$ cat src/rtl/lpe_pkg.sv
package lpe_pkg;

  typedef enum logic [1:0] {
    SEQ_IDLE  = 2'd0,
    SEQ_ONE   = 2'd1,
    SEQ_TWO   = 2'd2,
    SEQ_THREE = 2'd3
  } seq_state_t;

  localparam int unsigned REG_CTRL   = 0;
  localparam int unsigned REG_MODE   = 1;
  localparam int unsigned REG_STATUS = 2;

  localparam int unsigned MODE_W  = 4;
  localparam int unsigned SEL_W   = 2;
  localparam int unsigned N_MODES = 1 << SEL_W;
  localparam int unsigned WFI_SEL = 2;

endpackage

$ cat src/rtl/lpe_seq_tracker.sv
module lpe_seq_tracker
  import lpe_pkg::*;
(
  input  logic clk,
  input  logic rst,
  input  logic hold,
  input  logic lp_wr,
  input  logic lp_val,
  input  logic irq,
  output logic fire
);

  seq_state_t state_q, state_d;

  always_comb begin
    state_d = state_q;
    fire    = 1'b0;
    if (hold) begin
      state_d = SEQ_IDLE;
    end else if (irq) begin
      state_d = SEQ_IDLE;
    end else if (lp_wr) begin
      unique case (state_q)
        SEQ_IDLE:  state_d = lp_val ? SEQ_ONE : SEQ_IDLE;
        SEQ_ONE:   state_d = lp_val ? SEQ_TWO : SEQ_IDLE;
        SEQ_TWO:   state_d = lp_val ? SEQ_ONE : SEQ_THREE;
        SEQ_THREE: begin
          state_d = SEQ_IDLE;
          fire    = lp_val;
        end
        default:   state_d = SEQ_IDLE;
      endcase
    end
  end

  always_ff @(posedge clk) begin
    if (rst) state_q <= SEQ_IDLE;
    else     state_q <= state_d;
  end

  // a pending interrupt always leaves the tracker idle
  a_r3_irq_to_idle: assert property (@(posedge clk) disable iff (rst)
    (irq && !hold) |=> (state_q == SEQ_IDLE));

  // completion only from the third step
  a_r1_fire_after_three: assert property (@(posedge clk) disable iff (rst)
    fire |-> (state_q == SEQ_THREE));

endmodule

$ cat src/rtl/lpe_mode_decode.sv
module lpe_mode_decode
  import lpe_pkg::*;
(
  input  logic [SEL_W-1:0]   sel,
  input  logic               burst,
  input  logic               flash_en,
  output logic [N_MODES-1:0] req_vec,
  output logic               keep_flash,
  output logic               legal
);

  logic is_wfi;

  assign is_wfi     = (sel == SEL_W'(WFI_SEL));
  assign legal      = !(is_wfi && burst && !flash_en);
  assign keep_flash = is_wfi && flash_en;

  for (genvar m = 0; m < N_MODES; m++) begin : g_sel
    assign req_vec[m] = legal && (sel == SEL_W'(m));
  end

endmodule

$ cat src/rtl/lp_entry_ctrl.sv
module lp_entry_ctrl
  import lpe_pkg::*;
#(
  parameter int AW = 2,
  parameter int DW = 8
) (
  input  logic          clk,
  input  logic          rst,
  input  logic          wr_en,
  input  logic [AW-1:0] wr_addr,
  input  logic [DW-1:0] wr_data,
  input  logic          rd_en,
  input  logic [AW-1:0] rd_addr,
  output logic [DW-1:0] rd_data,
  input  logic          irq_pending,
  input  logic          wake,
  output logic          req_stop,
  output logic          req_swreset,
  output logic          req_wfi,
  output logic          req_standby,
  output logic          wfi_flash_keep,
  output logic          lp_active
);

  localparam int BURST_BIT = SEL_W;
  localparam int FLASH_BIT = SEL_W + 1;

  logic               lp_q, done_q, asleep_q, keep_q;
  logic [MODE_W-1:0]  mode_q;
  logic [N_MODES-1:0] req_q, dec_req;
  logic               dec_keep, dec_legal, fire;
  logic               wr_ctrl, wr_mode, wr_status;

  assign wr_ctrl   = wr_en && (wr_addr == AW'(REG_CTRL));
  assign wr_mode   = wr_en && (wr_addr == AW'(REG_MODE));
  assign wr_status = wr_en && (wr_addr == AW'(REG_STATUS));

  lpe_seq_tracker u_track (
    .clk    (clk),
    .rst    (rst),
    .hold   (asleep_q),
    .lp_wr  (wr_ctrl),
    .lp_val (wr_data[0]),
    .irq    (irq_pending),
    .fire   (fire)
  );

  lpe_mode_decode u_dec (
    .sel        (mode_q[SEL_W-1:0]),
    .burst      (mode_q[BURST_BIT]),
    .flash_en   (mode_q[FLASH_BIT]),
    .req_vec    (dec_req),
    .keep_flash (dec_keep),
    .legal      (dec_legal)
  );

  always_ff @(posedge clk) begin
    if (rst) begin
      lp_q     <= 1'b0;
      done_q   <= 1'b0;
      asleep_q <= 1'b0;
      keep_q   <= 1'b0;
      req_q    <= '0;
    end else begin
      req_q <= '0;
      if (!asleep_q) begin
        if (fire) begin
          lp_q <= 1'b0;
          if (dec_legal) begin
            req_q    <= dec_req;
            keep_q   <= dec_keep;
            done_q   <= 1'b1;
            asleep_q <= 1'b1;
          end
        end else if (irq_pending) begin
          lp_q <= 1'b0;
        end else if (wr_ctrl) begin
          lp_q <= wr_data[0];
        end
      end else if (wake) begin
        asleep_q <= 1'b0;
        keep_q   <= 1'b0;
      end
      if (wr_status && !wr_data[0]) done_q <= 1'b0;
    end
  end

  always_ff @(posedge clk) begin
    if (rst) mode_q <= '0;
    else if (wr_mode) mode_q <= wr_data[MODE_W-1:0];
  end

  always_ff @(posedge clk) begin
    if (rst) begin
      rd_data <= '0;
    end else if (rd_en) begin
      if (rd_addr == AW'(REG_CTRL))        rd_data <= DW'(lp_q);
      else if (rd_addr == AW'(REG_MODE))   rd_data <= DW'(mode_q);
      else if (rd_addr == AW'(REG_STATUS)) rd_data <= DW'(done_q);
      else                                 rd_data <= '0;
    end
  end

  assign req_stop       = req_q[0];
  assign req_swreset    = req_q[1];
  assign req_wfi        = req_q[2];
  assign req_standby    = req_q[3];
  assign wfi_flash_keep = keep_q;
  assign lp_active      = asleep_q;

  // never more than one request line
  a_r6_one_request: assert property (@(posedge clk) disable iff (rst)
    $onehot0({req_standby, req_wfi, req_swreset, req_stop}));

  // requests last one clock
  a_r6_single_cycle: assert property (@(posedge clk) disable iff (rst)
    (req_stop || req_swreset || req_wfi || req_standby) |=>
    !(req_stop || req_swreset || req_wfi || req_standby));

  // low-power state held until wake
  a_r9_hold_until_wake: assert property (@(posedge clk) disable iff (rst)
    (lp_active && !wake) |=> lp_active);

  // no wait request after the forbidden setting
  a_r8_no_forbidden: assert property (@(posedge clk) disable iff (rst)
    req_wfi |-> !($past(mode_q[BURST_BIT]) && !$past(mode_q[FLASH_BIT])));

  // done rises only with an entry request
  a_r5_done_with_req: assert property (@(posedge clk) disable iff (rst)
    $rose(done_q) |-> (req_stop || req_swreset || req_wfi || req_standby));

  // LP reads zero once entry happens
  a_r4_lp_clear_on_entry: assert property (@(posedge clk) disable iff (rst)
    (req_stop || req_swreset || req_wfi || req_standby) |-> !lp_q);

endmodule

$ cat config.mk
export PLATFORM = sky130hd
export DESIGN_NAME = lp_entry_ctrl
export DESIGN_NICKNAME = d
export VERILOG_FILES = /design/src/rtl/lpe_pkg.sv /design/src/rtl/lpe_seq_tracker.sv /design/src/rtl/lpe_mode_decode.sv /design/src/rtl/lp_entry_ctrl.sv
export SDC_FILE = /design/constraint.sdc
export NUM_CORES = 1
export LEC_CHECK = 0
export BUFFER_PORTS_ARGS = -buffer_cell sky130_fd_sc_hd__buf_2
export CAP_MARGIN = 20
export CORE_UTILIZATION = 45
export CTS_CLUSTER_DIAMETER = 120
export DETAILED_ROUTE_END_ITERATION = 12
export PLACE_DENSITY = 0.84
export SETUP_SLACK_MARGIN = 0.1
export SLEW_MARGIN = 20
export SYNTH_ARGS = -nofsm -noshare
export SYNTH_HDL_FRONTEND = slang
export SYNTH_SLANG_ARGS = --single-unit
$ cat constraint.sdc
create_clock -name clk -period 1.91 [get_ports clk]
set_clock_uncertainty 0.05 [all_clocks]
set_input_delay 0.382 -clock clk [delete_from_list [all_inputs] [get_ports clk]]
set_output_delay 0.382 -clock clk [all_outputs]
set_load 0.03 [all_outputs]
==> results of run 1 <==
==> sequential cells by signal, summed over array words and instances, names as in the netlist <==
register / count
done_q: 1
lp_q: 1
wfi_flash_keep: 1
mode_q: 4
lp_active: 1
u_track.state_q: 2
rd_data: 4
req_q: 4
==> power breakdown <==
part | switching [µW] | total (µW) | internal [µW] | leakage, µW
sequential | 5.04 | 385 | 380 | 0.000145
combinational | 40.1 | 65.9 | 25.9 | 0.000245
clock | 107 | 180 | 73.4 | 0.0000138
==> layout make-up <==
class,count,area (µm²),share of cell area [%]
timing repair buffer,23,115,12.5
sequential,18,360,39.1
multi-input combinational,63,397,43.0
tap,16,20.0,2.17
clock buffer,3,22.5,2.44
inverter,2,7.51,0.814
==> metal layers <==
layer	global-route usage [%]	vias up	part of all wire (%)
met5	0	-	0
met4	16.3	0	2.6
met3	6.67	6	6.0
met2	29.6	29	48
met1	22.7	303	44
li1	-	349	-
==> worst max-delay path, cell delays in order <==
cell	delay, ns
buf_2	0.11
or3b_4	0.42
or3_1	0.35
a2111oi_1	0.37
==> through the flow <==
step / hold WS (ns) / area (µm²) / utilization, %
6_report: 0.266 / 922 / 58.5
5_1_grt: 0.256 / 922 / 58.5
4_1_cts: 0.257 / 922 / 58.5
3_5_place_dp: 0.406 / 900 / 57.1
3_3_place_gp: 0.405 / 900 / 57.1
2_1_floorplan: 0.384 / 798 / -
==> logic make-up (layout without fill, tap and decap cells) <==
logic type / Yosys count / after routing / synth area share (%)
flops: 18 / 18 / 45.8
simple gates: 42 / 42 / 31.5
mux: 6 / 6 / 7.63
other cells: 1 / 4 / 0.476
compound gates: 11 / 11 / 9.38
buf+inv: 7 / 28 / 5.25
==> Yosys cell counts <==
| cell type | instances | area [µm²] |
|---|---|---|
| buf_4 | 4 | 30.0 |
| o221a_2 | 1 | 11.3 |
| nand4bb_1 | 1 | 11.3 |
| clkbuf_1 | 1 | 3.75 |
| and3_1 | 1 | 6.26 |
| o21ai_0 | 2 | 10.0 |
| nor4bb_1 | 1 | 10.0 |
| conb_1 | 1 | 3.75 |
| nand3b_1 | 2 | 15.0 |
| mux2i_1 | 6 | 60.1 |
| inv_1 | 2 | 7.51 |
| nor4b_1 | 1 | 8.76 |
| a2111oi_1 | 2 | 20.0 |
| dfxtp_1 | 18 | 360 |
| nand3_1 | 4 | 20.0 |
| nor3_1 | 3 | 15.0 |
| a21oi_1 | 5 | 25.0 |
| nand4b_1 | 2 | 17.5 |
| nor2_1 | 9 | 33.8 |
| nand2_1 | 5 | 18.8 |
| nor2b_1 | 2 | 12.5 |
| a211oi_1 | 1 | 7.51 |
| or3_1 | 2 | 12.5 |
| nor3b_1 | 1 | 7.51 |
| nand2b_1 | 6 | 37.5 |
| or4b_2 | 1 | 10.0 |
| or3b_4 | 1 | 11.3 |
==> path summary, 6_finish.rpt <==
| path | end | startpoint | cells after the start | slack [ns] |
|---|---|---|---|---|
| worst max-delay path | u_track.state_q[1]$_SDFFE_PP0N_ | wr_addr[1] | 4 | 0.39 |
| worst min-delay path | u_track.state_q[0]$_SDFFE_PP0N_ | irq_pending | 2 | 0.27 |
| worst max register to register | wfi_flash_keep$_SDFFE_PP0P_ | mode_q[1]$_SDFFE_PP0P_ | 3 | 0.44 |
| worst min register to register | rd_data[3]$_SDFFE_PP0P_ | rd_data[3]$_SDFFE_PP0P_ | 2 | 0.42 |
==> flow_summary_export.csv, run 1 <==
group,metric,value,unit
sta,rsz0062_at_grt,"false",
power,p_leak,0.000404,µW
sta,report.final.slew_viol_count,0,
setup_path,crit_path_end_kind,"flip-flop",
flow_run,cap_violations,0,
setup_path,critPathKind,"primary input to flip-flop",
setup_path,path_max_fanout,6,
place,dp_hpwl,1230,µm
finish,layout_common_cells,"23 x buf_2, 18 x dfxtp_1, 9 x nor2_1",
detailed_routing,first_pass_iters,9,
die,num_rows,14,
synthesis,synth-seq-area-share,45.8,%
cts,cts-root-buf,"clkbuf_4",
cts,h-tree-depth,1,
power,finalPower,631,µW
sta,period_needed,1.52,ns
detailed_routing,drt_iter0_drc,16,
power,p_per_area,685,nW/µm²
finish,final_layout_size_suffix_gt1_share,26.6,%
sta,max_freq,0.660,GHz
finish,final_common_cell,"buf_2",
finish,synthToLayoutAreaGrowth,17.2,%
finish,final_nets,129,
synthesis,avgSynthCellArea,9.26,µm²
cts,clock_latency,0.29,ns
place,pre_cts_slack,0.0657,ns
die,die_y,43.8,µm
cts,ctsHoldBuffers,0,
cts,numCtsBuffers,3,
place,port_buffers,23,
cts,clk_pin_slew,0.09,ns
cts,cts.sinks,18,
grt,grt_util_all_layers,19.8,%
place,place.gp.congestion,0.757,
die,dieWidth,43.8,µm
sta,hold_viol_final,0,
die,die-area,1920,µm²
finish,final_cells,125,
sta,worst_slack,0.395,ns
detailed_routing,drc,1,
synthesis,syn_inst,85,
detailed_routing,ant_nets,0,
detailed_routing,vias,687,
detailed_routing,viasPerCell,5.50,
setup_path,cp-start-kind,"primary input",
place,place_inst,122,
run_status,violations,"DRC",
detailed_routing,wirelength,1630,µm
setup_path,required,2.04,ns
detailed_routing,wl_per_cell,13.0,µm
synthesis,synth_area,787,µm²
grt,antenna_found_initial,0,
cts,postCtsSetupBuffers,0,
synthesis,yosys_warnings,0,
die,start_util,49.9,%
sta,min_period_over_period,79.3,%
die,ios,32,
power,peakVddDrop,467,µV
finish,nFillCells,152,
grt,overflow,0,
sta,tns,0,ns
synthesis,yosys_register_bits,18,
sta,setup_viol,0,
finish,antenna_cells,0,
die,core,1580,µm²
grt,grt_max_degree,17,
cts,cts-resized-gates,0,
grt,grt_pass1_wl,2640,µm
run_status,outcome,"finished with violations",
synthesis,yosys.cell_types.count,27,
grt,grt_pass1_vias,617,
hold_path,hold_class,"primary input to flip-flop",
setup_path,arrival,1.64,ns
cts,cts_tree,"built",
cts,cts_buffer_depth,2,
No activity file was read; power rests on OpenSTA's default activity.
==> run 2: changes to the inputs <==
- clock period: 1.91 -> 1.6 ns (I/O delays scaled with it)
==> flow_summary_export.csv, run 2 (synthesis gave the netlist of run 1 again) <==
group,metric,value,unit
run_status,outcome,"finished with violations",
run_status,violations,"DRC",
sta,min_period_over_period,89.3,%
finish,reg_top3,"mode_q (4), rd_data (4), req_q (4)",
die,dieWidth,43.8,µm
die,die-area,1920,µm²
power,finalPower,775,µW
cts,cts_tree,"built",
setup_path,critPathBufInv,1,
cts,numCtsBuffers,3,
setup_path,cpMaxStageDelayCell,"dfxtp_1",
die,die_y,43.8,µm
place,dp_hpwl,1290,µm
detailed_routing,viasPerCell,5.40,
detailed_routing,drc,1,
cts,cts_buffer_depth,2,
finish,fin_area,973,µm²
die,num_rows,14,
cts,cts-root-buf,"clkbuf_4",
place,place.gp.congestion,0.761,
detailed_routing,highest_layer,"met4",
grt,grt_pass1_vias,691,
setup_path,cp-startpoint,"lp_active$_SDFF_PP0_",
place,port_buffers,23,
flow_run,cap_violations,0,
cts,cts.sinks,18,
detailed_routing,first_pass_iters,8,
grt,grt_max_degree,12,
sta,max_freq,0.700,GHz
power,p_leak,0.000433,µW
setup_path,rrSetupSlack,0.18,ns
die,start_util,49.9,%
setup_path,required,1.23,ns
sta,hold_viol_final,0,
cts,postCtsSetupBuffers,0,
power,p_per_area,796,nW/µm²
setup_path,reg2reg_to,"wfi_flash_keep$_SDFFE_PP0P_",
place,place_area,945,µm²
finish,final_layout_size_suffix_gt1_share,32.2,%
setup_path,ff2ff_path_depth,3,
die,ios,32,
sta,rsz0062_at_grt,"true",
hold_path,hold_class,"primary input to flip-flop",
finish,final_nets,135,
setup_path,arrival,1.06,ns
setup_path,slowest_delay,0.50,ns
detailed_routing,drt-met1-wl,773,µm
setup_path,cp-start-kind,"flip-flop",
cts,h-tree-depth,1,
place,pre_cts_slack,-0.0999,ns
setup_path,setup.worst_path.end,"lp_active",
detailed_routing,wirelength,1710,µm
sta,worst_slack,0.172,ns
detailed_routing,wl_per_cell,13.0,µm
finish,layout_common_cells,"23 x buf_2, 17 x dfxtp_1, 9 x nor2_1",
detailed_routing,routed-wl-met2,776,µm
detailed_routing,dr_wl_met3,88,µm
setup_path,crit_cells,1,
setup_path,path_max_fanout,8,
cts,clock_latency,0.30,ns
cts,clk_pin_slew,0.09,ns
setup_path,critPathKind,"flip-flop to primary output",
setup_path,cpLargestDelayFamily,"flip-flops",
detailed_routing,drt_iter0_drc,16,
grt,overflow,0,
finish,final_common_cell,"buf_2",
grt,grt_pass1_wl,2960,µm
setup_path,crit_path_end_kind,"primary output",
setup_path,r2r_start,"mode_q[0]$_SDFFE_PP0P_",
detailed_routing,ant_nets,0,
detailed_routing,vias,707,
finish,nFillCells,151,
die,core,1580,µm²
sta,setup_viol,0,
finish,synthToLayoutAreaGrowth,23.7,%
grt,antenna_found_initial,0,
sta,tns,0,ns
grt,grt_util_all_layers,21.4,%
sta,period_needed,1.43,ns
setup_path,timing.critical_path.cells,"buf_2",
power,peakVddDrop,389,µV
finish,antenna_cells,0,
sta,report.final.slew_viol_count,0,
run 2: metrics by stage:
step	std cells	hold slack [ns]	util, %
2_1_floorplan	88	0.347	-
3_3_place_gp	128	0.405	59.9
3_5_place_dp	128	0.408	59.9
4_1_cts	131	0.189	61.3
5_1_grt	131	0.205	61.7
6_report	131	0.197	61.7
run 2: worst min-delay path by stage:
stage,slack (ns),cells after the start,end,startpoint
3_5_place_dp,0.41,2,rd_data[1]$_SDFFE_PP0P_,rd_data[1]$_SDFFE_PP0P_
3_3_place_gp,0.40,2,rd_data[1]$_SDFFE_PP0P_,rd_data[1]$_SDFFE_PP0P_
6_report,0.20,2,u_track.state_q[0]$_SDFFE_PP0N_,irq_pending
2_1_floorplan,0.35,1,u_track.state_q[0]$_SDFFE_PP0N_,rst
5_1_grt,0.20,2,u_track.state_q[0]$_SDFFE_PP0N_,irq_pending
4_1_cts,0.19,2,u_track.state_q[0]$_SDFFE_PP0N_,irq_pending
run 2: timing repair:
item,in CTS,in global routing
resized for setup,0,2
setup endpoints to repair,0,2
hold buffers,0,0
run 2: final cells by class:
| type | instances | area (µm²) | share of cell area (%) |
|---|---|---|---|
| tap | 16 | 20.0 | 2.06 |
| inverter | 2 | 7.51 | 0.771 |
| timing repair buffer | 29 | 160 | 16.5 |
| sequential | 18 | 362 | 37.1 |
| clock buffer | 3 | 22.5 | 2.31 |
| multi-input combinational | 63 | 402 | 41.3 |
run 2: routing by layer:
| layer | global-route usage [%] | up-vias |
|---|---|---|
| met5 | 0 | - |
| met4 | 14.4 | 0 |
| met3 | 3.75 | 9 |
| met2 | 34.0 | 28 |
| met1 | 26.2 | 310 |
| li1 | - | 360 |
run 2: where the power goes:
group / switching [µW] / internal [µW]
sequential: 6.63 / 454
combinational: 50.4 / 39.4
clock: 137 / 87.9
